===== src/rtl/rsq_seed_pkg.sv =====
package rsq_seed_pkg;
    localparam int EXP_W      = 8;
    localparam int FRAC_W     = 23;
    localparam int WORD_W     = 1 + EXP_W + FRAC_W;
    localparam int IDX_FRAC_W = 6;
    localparam int IDX_W      = IDX_FRAC_W + 1;
    localparam int ENTRY_W    = 8;
    localparam int PAIR_W     = IDX_W - 1;
    localparam int HALF_W     = ENTRY_W - 1;
    localparam int LOW_ZERO_W = FRAC_W - ENTRY_W;

    localparam logic [EXP_W-1:0]  EXP_ALL_ONE = '1;
    localparam logic [EXP_W-1:0]  SEED_EXP_BASE = 8'hBD;
    localparam logic [WORD_W-1:0] CODE_QNAN    = 32'h7FC0_0000;
    localparam logic [WORD_W-1:0] CODE_NEG_NAN = 32'h7FC0_0004;
    localparam logic [WORD_W-1:0] CODE_POS_INF = 32'h7F80_0000;

    typedef enum logic [2:0] {
        CLS_NAN  = 3'd0,
        CLS_TINY = 3'd1,
        CLS_NEG  = 3'd2,
        CLS_INF  = 3'd3,
        CLS_NORM = 3'd4
    } op_class_e;
endpackage


===== src/rtl/rsq_classify.sv =====
module rsq_classify
    import rsq_seed_pkg::*;
(
    input  logic [WORD_W-1:0] op,
    output op_class_e         cls,
    output logic              is_snan
);
    logic             sgn;
    logic [EXP_W-1:0] expf;
    logic [FRAC_W-1:0] frac;
    logic             exp_max;
    logic             frac_nz;

    assign sgn     = op[WORD_W-1];
    assign expf    = op[WORD_W-2 -: EXP_W];
    assign frac    = op[FRAC_W-1:0];
    assign exp_max = (expf == EXP_ALL_ONE);
    assign frac_nz = |frac;
    assign is_snan = exp_max && frac_nz && !frac[FRAC_W-1];

    // Priority: NaN, then zero/denormal, then negative, then infinity.
    always_comb begin
        if (exp_max && frac_nz)       cls = CLS_NAN;
        else if (expf == '0)          cls = CLS_TINY;
        else if (sgn)                 cls = CLS_NEG;
        else if (exp_max)             cls = CLS_INF;
        else                          cls = CLS_NORM;
    end
endmodule


===== src/rtl/rsq_seed_rom.sv =====
module rsq_seed_rom
    import rsq_seed_pkg::*;
(
    input  logic [IDX_W-1:0]   idx,
    output logic [ENTRY_W-1:0] entry
);
    // Entries come in pairs {odd v, v-1}; only (v-1)/2 of each pair is stored.
    logic [HALF_W-1:0] half_v;

    always_comb begin
        unique case (idx[IDX_W-1:1])
            6'd0:  half_v = 7'd126;  6'd1:  half_v = 7'd122;
            6'd2:  half_v = 7'd119;  6'd3:  half_v = 7'd115;
            6'd4:  half_v = 7'd112;  6'd5:  half_v = 7'd108;
            6'd6:  half_v = 7'd105;  6'd7:  half_v = 7'd102;
            6'd8:  half_v = 7'd100;  6'd9:  half_v = 7'd97;
            6'd10: half_v = 7'd94;   6'd11: half_v = 7'd92;
            6'd12: half_v = 7'd89;   6'd13: half_v = 7'd87;
            6'd14: half_v = 7'd84;   6'd15: half_v = 7'd82;
            6'd16: half_v = 7'd80;   6'd17: half_v = 7'd78;
            6'd18: half_v = 7'd76;   6'd19: half_v = 7'd74;
            6'd20: half_v = 7'd72;   6'd21: half_v = 7'd70;
            6'd22: half_v = 7'd68;   6'd23: half_v = 7'd66;
            6'd24: half_v = 7'd65;   6'd25: half_v = 7'd63;
            6'd26: half_v = 7'd61;   6'd27: half_v = 7'd60;
            6'd28: half_v = 7'd58;   6'd29: half_v = 7'd57;
            6'd30: half_v = 7'd55;   6'd31: half_v = 7'd54;
            6'd32: half_v = 7'd51;   6'd33: half_v = 7'd49;
            6'd34: half_v = 7'd46;   6'd35: half_v = 7'd44;
            6'd36: half_v = 7'd41;   6'd37: half_v = 7'd39;
            6'd38: half_v = 7'd37;   6'd39: half_v = 7'd35;
            6'd40: half_v = 7'd33;   6'd41: half_v = 7'd31;
            6'd42: half_v = 7'd29;   6'd43: half_v = 7'd27;
            6'd44: half_v = 7'd26;   6'd45: half_v = 7'd24;
            6'd46: half_v = 7'd22;   6'd47: half_v = 7'd21;
            6'd48: half_v = 7'd19;   6'd49: half_v = 7'd18;
            6'd50: half_v = 7'd16;   6'd51: half_v = 7'd15;
            6'd52: half_v = 7'd13;   6'd53: half_v = 7'd12;
            6'd54: half_v = 7'd11;   6'd55: half_v = 7'd9;
            6'd56: half_v = 7'd8;    6'd57: half_v = 7'd7;
            6'd58: half_v = 7'd6;    6'd59: half_v = 7'd5;
            6'd60: half_v = 7'd4;    6'd61: half_v = 7'd3;
            6'd62: half_v = 7'd2;    6'd63: half_v = 7'd1;
            default: half_v = '0;
        endcase
    end

    assign entry = {half_v, ~idx[0]};
endmodule


===== src/rtl/rsq_seed.sv =====
module rsq_seed
    import rsq_seed_pkg::*;
(
    input  logic              clk,
    input  logic              rst_n,
    input  logic              in_valid,
    input  logic [WORD_W-1:0] in_op,
    output logic              out_valid,
    output logic [WORD_W-1:0] out_res,
    output logic              out_invalid
);
    op_class_e          cls;
    logic               is_snan;
    logic [EXP_W-1:0]   exp_m1;
    logic [EXP_W-1:0]   seed_exp;
    logic [IDX_W-1:0]   tbl_idx;
    logic [ENTRY_W-1:0] tbl_entry;
    logic [WORD_W-1:0]  nxt_res;
    logic               nxt_inv;

    rsq_classify u_cls (
        .op      (in_op),
        .cls     (cls),
        .is_snan (is_snan)
    );

    assign exp_m1   = in_op[WORD_W-2 -: EXP_W] - 1'b1;
    assign seed_exp = SEED_EXP_BASE - {1'b0, exp_m1[EXP_W-1:1]};
    assign tbl_idx  = {exp_m1[0], in_op[FRAC_W-1 -: IDX_FRAC_W]};

    rsq_seed_rom u_rom (
        .idx   (tbl_idx),
        .entry (tbl_entry)
    );

    // Result selection by operand class.
    always_comb begin
        unique case (cls)
            CLS_NAN:  nxt_res = CODE_QNAN;
            CLS_TINY: nxt_res = {in_op[WORD_W-1], CODE_POS_INF[WORD_W-2:0]};
            CLS_NEG:  nxt_res = CODE_NEG_NAN;
            CLS_INF:  nxt_res = '0;
            CLS_NORM: nxt_res = {1'b0, seed_exp, tbl_entry, {LOW_ZERO_W{1'b0}}};
            default:  nxt_res = CODE_QNAN;
        endcase
        nxt_inv = is_snan || (cls == CLS_NEG);
    end

    // Output register: LOAD on in_valid, HOLD otherwise.
    always_ff @(posedge clk or negedge rst_n) begin
        if (!rst_n) begin
            out_valid   <= 1'b0;
            out_res     <= '0;
            out_invalid <= 1'b0;
        end else begin
            out_valid <= in_valid;
            if (in_valid) begin
                out_res     <= nxt_res;
                out_invalid <= nxt_inv;
            end
        end
    end
endmodule


===== config.mk =====
export PLATFORM = sky130hd
export DESIGN_NAME = rsq_seed
export DESIGN_NICKNAME = d
export VERILOG_FILES = /design/src/rtl/rsq_seed_pkg.sv /design/src/rtl/rsq_classify.sv /design/src/rtl/rsq_seed_rom.sv /design/src/rtl/rsq_seed.sv
export SDC_FILE = /design/constraint.sdc
export NUM_CORES = 1
export LEC_CHECK = 0
export BUFFER_PORTS_ARGS = -buffer_cell sky130_fd_sc_hd__buf_2
export CORE_MARGIN = 2
export CORE_UTILIZATION = 55
export CTS_CLUSTER_DIAMETER = 30
export CTS_CLUSTER_SIZE = 20
export DETAILED_ROUTE_END_ITERATION = 8
export PLACE_DENSITY = 0.93
export SETUP_SLACK_MARGIN = 0.4
export SLEW_MARGIN = 20
export SYNTH_ARGS = -nofsm -noshare
export SYNTH_HDL_FRONTEND = slang
export SYNTH_HIERARCHICAL = 1
export SYNTH_SLANG_ARGS = --single-unit

===== constraint.sdc =====
create_clock -name clk -period 1.55 [get_ports clk]
set_input_delay 0.155 -clock clk [delete_from_list [all_inputs] [get_ports clk]]
set_output_delay 0.155 -clock clk [all_outputs]
set_load 0.1 [all_outputs]

==> run summary <==
vias per cell: 6.15
global-route wire length before repair: 9.89 mm
Worst-Skew Late Latency: 0.26 ns
core box area: 0.00366 mm2
final setup violation count: 19
full die area: 0.00433 mm2
final core occ: 81.8%
GP Congestion: 0.851
Max Freq: 480 MHz
Pre-antenna DRT Iters: 5
vias in the first global route: 2250
via count: 2448
pwr/cell area: 694 mW/mm2
Worst Path Arrival: 2.21 ns
Worst R2R Setup Slack: 0.77 ns
DP Worst Slack: -0.775 ns
critical path launch point type: primary input
Synth top area share: 23.8%
Lkg Pwr: 1.36 nW
hold depth: 1
DRT Wirelength: 7.23 mm
predominant post-synthesis flop cell: dfrtp_1
Worst Setup EP: out_res[28]
reg2reg start: out_res[2]
worst setup margin: -0.533 ns
synth unique cells: 62
Worst Reg2Reg Path Length in Cells: 1
ant diodes: 0
GRT Total Usage: 29.6%
number of synthesized flops with an enable pin: 0
DR iter-0 viols: 257
row count: 22
FF-to-FF End: out_res[2]
Critical Path Fanout Max: 4
Synth area leaders: dfrtp_1 24%, buf_4 5.4%, ha_1 5.4%, a21oi_1 3.3%, nor2_1 3.2%
Layout area overhead: 42.4%
Root Driver: clkbuf_8
Crit. End Element: flip-flop
CTS tree: done
yosys warns: 6
placed wire-length estimate: 4.19 mm
Antenna Nets Post-Route: 0
commonest non-fill, non-tap cells in the layout: 66 x buf_4, 31 x buf_2, 20 x dfrtp_1
#FFs+latches synth: 20
die width: 65.8 um
mean area per synthesized cell: 8.18 um2
# clock sinks: 20
Hold Vio Cnt, Final: 0
drt wl/cell: 18.2 um
worst-margin pin slew: 0.514 ns
Final Max Slew Viols: 0
failing checks: negative setup slack
peak supply drop: 0.000732 V
hold crit path type: in -> reg
layout cells sized above 1: 44.9%
Final #Nets: 396
largest net degree at the start of global routing: 36
relative slew slack: 65.4%
Tcrit/Tclk final: 134%
initial antenna violation count: 0
Reg clk slew, reported paths: 0.07 ns
RSZ-0062 raised after global routing: yes
critical path type: in -> reg
# IOs: 69
CP required: 1.68 ns
asr flop ratio synth: 100%
Initial Util: 57.4%
Num CTS Buffers: 3
max-cap viol count: 0
Clock Path Buffers: 2
number of port buffers: 54
synthesized instance count: 257
commonest non-fill, non-tap cell in the layout: buf_4
clock skew: 0 ns
minimum clock period: 2.08 ns
sequential cell area fraction in the yosys report: 23.8%
result of the run: complete, but fails checks
CP Launch Point: in_op[23]
top cell type by total area after synthesis: dfrtp_1
DR DRC count: 0
area of the mapped netlist: 0.00210 mm2
die height: 65.8 um
H-tree levels: 1
grt ovf: 0
how the worst min path moves through the flow:
stage	from	endpoint	slack [ns]
detailed placement	rst_n	out_res[24]	0.12
finish	in_valid	out_valid	0.24
global placement	rst_n	out_res[24]	0.11
global route	in_valid	out_valid	0.24
floorplan	rst_n	out_invalid	-0.14
CTS	in_valid	out_valid	0.18
power breakdown:
| group | leakage, nW | switching [W] | total [W] | internal, W |
|---|---|---|---|---|
| registers | 0.238 | 0.0000292 | 0.000593 | 0.000564 |
| logic | 1.10 | 0.000804 | 0.00115 | 0.000343 |
| clock network | 0.0216 | 0.000165 | 0.000338 | 0.000173 |
| total | 1.36 | 0.000999 | 0.00208 | 0.00108 |
timing repair:
action / CTS / global route
pin swaps: 16 / 10
hold buffers: 1 / 0
buffers inserted: 2 / 3
hold endpoints to repair: 20 / 0
endpoints found under the setup margin: 39 / 20
gates resized for setup: 46 / 22
flip-flops by register name (all words and copies together), names as in the netlist:
| name | cells |
|---|---|
| out_res | 18 |
| out_valid | 1 |
| out_invalid | 1 |
cells in the mapped netlist, types with 3 or more instances:
master and count:
o21a_1 3, o21ai_1 13, nand3b_1 3, nor2b_1 3, inv_1 17, a31oi_1 4, nand2_1 15, xor2_1 4
nor2_1 18, nand2b_1 3, mux2_2 4, buf_2 4, nand3_1 9, o21ai_0 8, clkbuf_1 5, ha_1 9
dfrtp_1 20, a21oi_1 14, buf_4 15, nor4_1 8, nand4_1 3, nor3_1 8, mux2i_1 3, buf_6 6
xnor2_1 5, nor3b_1 7
logic make-up after synthesis:
group,count (synthesis),share of synthesized area (%)
AND/OR/NAND/NOR,93,25.2
AO/OA/AOI/OAI,64,19.6
buffers and inverters,48,14.1
flip-flops,20,23.8
multiplexers,12,7.50
adder cells (fa/ha/maj),10,5.83
XOR/XNOR,9,3.75
other,1,0.178
metal layers:
layer  global-route usage, %  vias to the layer above  part of all wire, %
li1                        -                     1083                    -
met1                    30.3                     1148                   33
met2                    55.3                      173                   54
met3                    5.96                       44                  6.6
met4                    16.4                        0                  7.1
met5                       0                        -                    0
cell type report:
type | count | area [um2]
Clock buffer | 3 | 41.3
Fill cell | 202 | 667
Inverter | 17 | 63.8
Multi-Input combinational cell | 202 | 1560
Sequential cell | 20 | 500
Tap cell | 48 | 60.1
Timing Repair Buffer | 108 | 773
through the flow:
step	TNS, ns	instance area [um2]	power [W]	hold WS (ns)	cells
final	-6.92	2990	0.00208	0.238	398
after global routing	-7.65	2990	0.00215	0.240	398
after CTS	-4.40	2880	0.00200	0.181	395
after detailed placement	-9.34	2650	0.00162	0.117	389
after global placement	-8.38	2650	0.00159	0.108	389
after floorplan	-4.50	2200	0.00140	-0.141	270
critical path, cell delays in order:
cell and delay, ns:
buf_2 0.09, buf_4 0.13, nand4_1 0.19, nor2_2 0.28
o21ai_0 0.20, o21a_1 0.19, or3b_4 0.46, a21boi_4 0.26
nand2_4 0.10, o21ai_1 0.11, a211oi_2 0.05
Note: power is estimated with default switching activity, not from simulation.
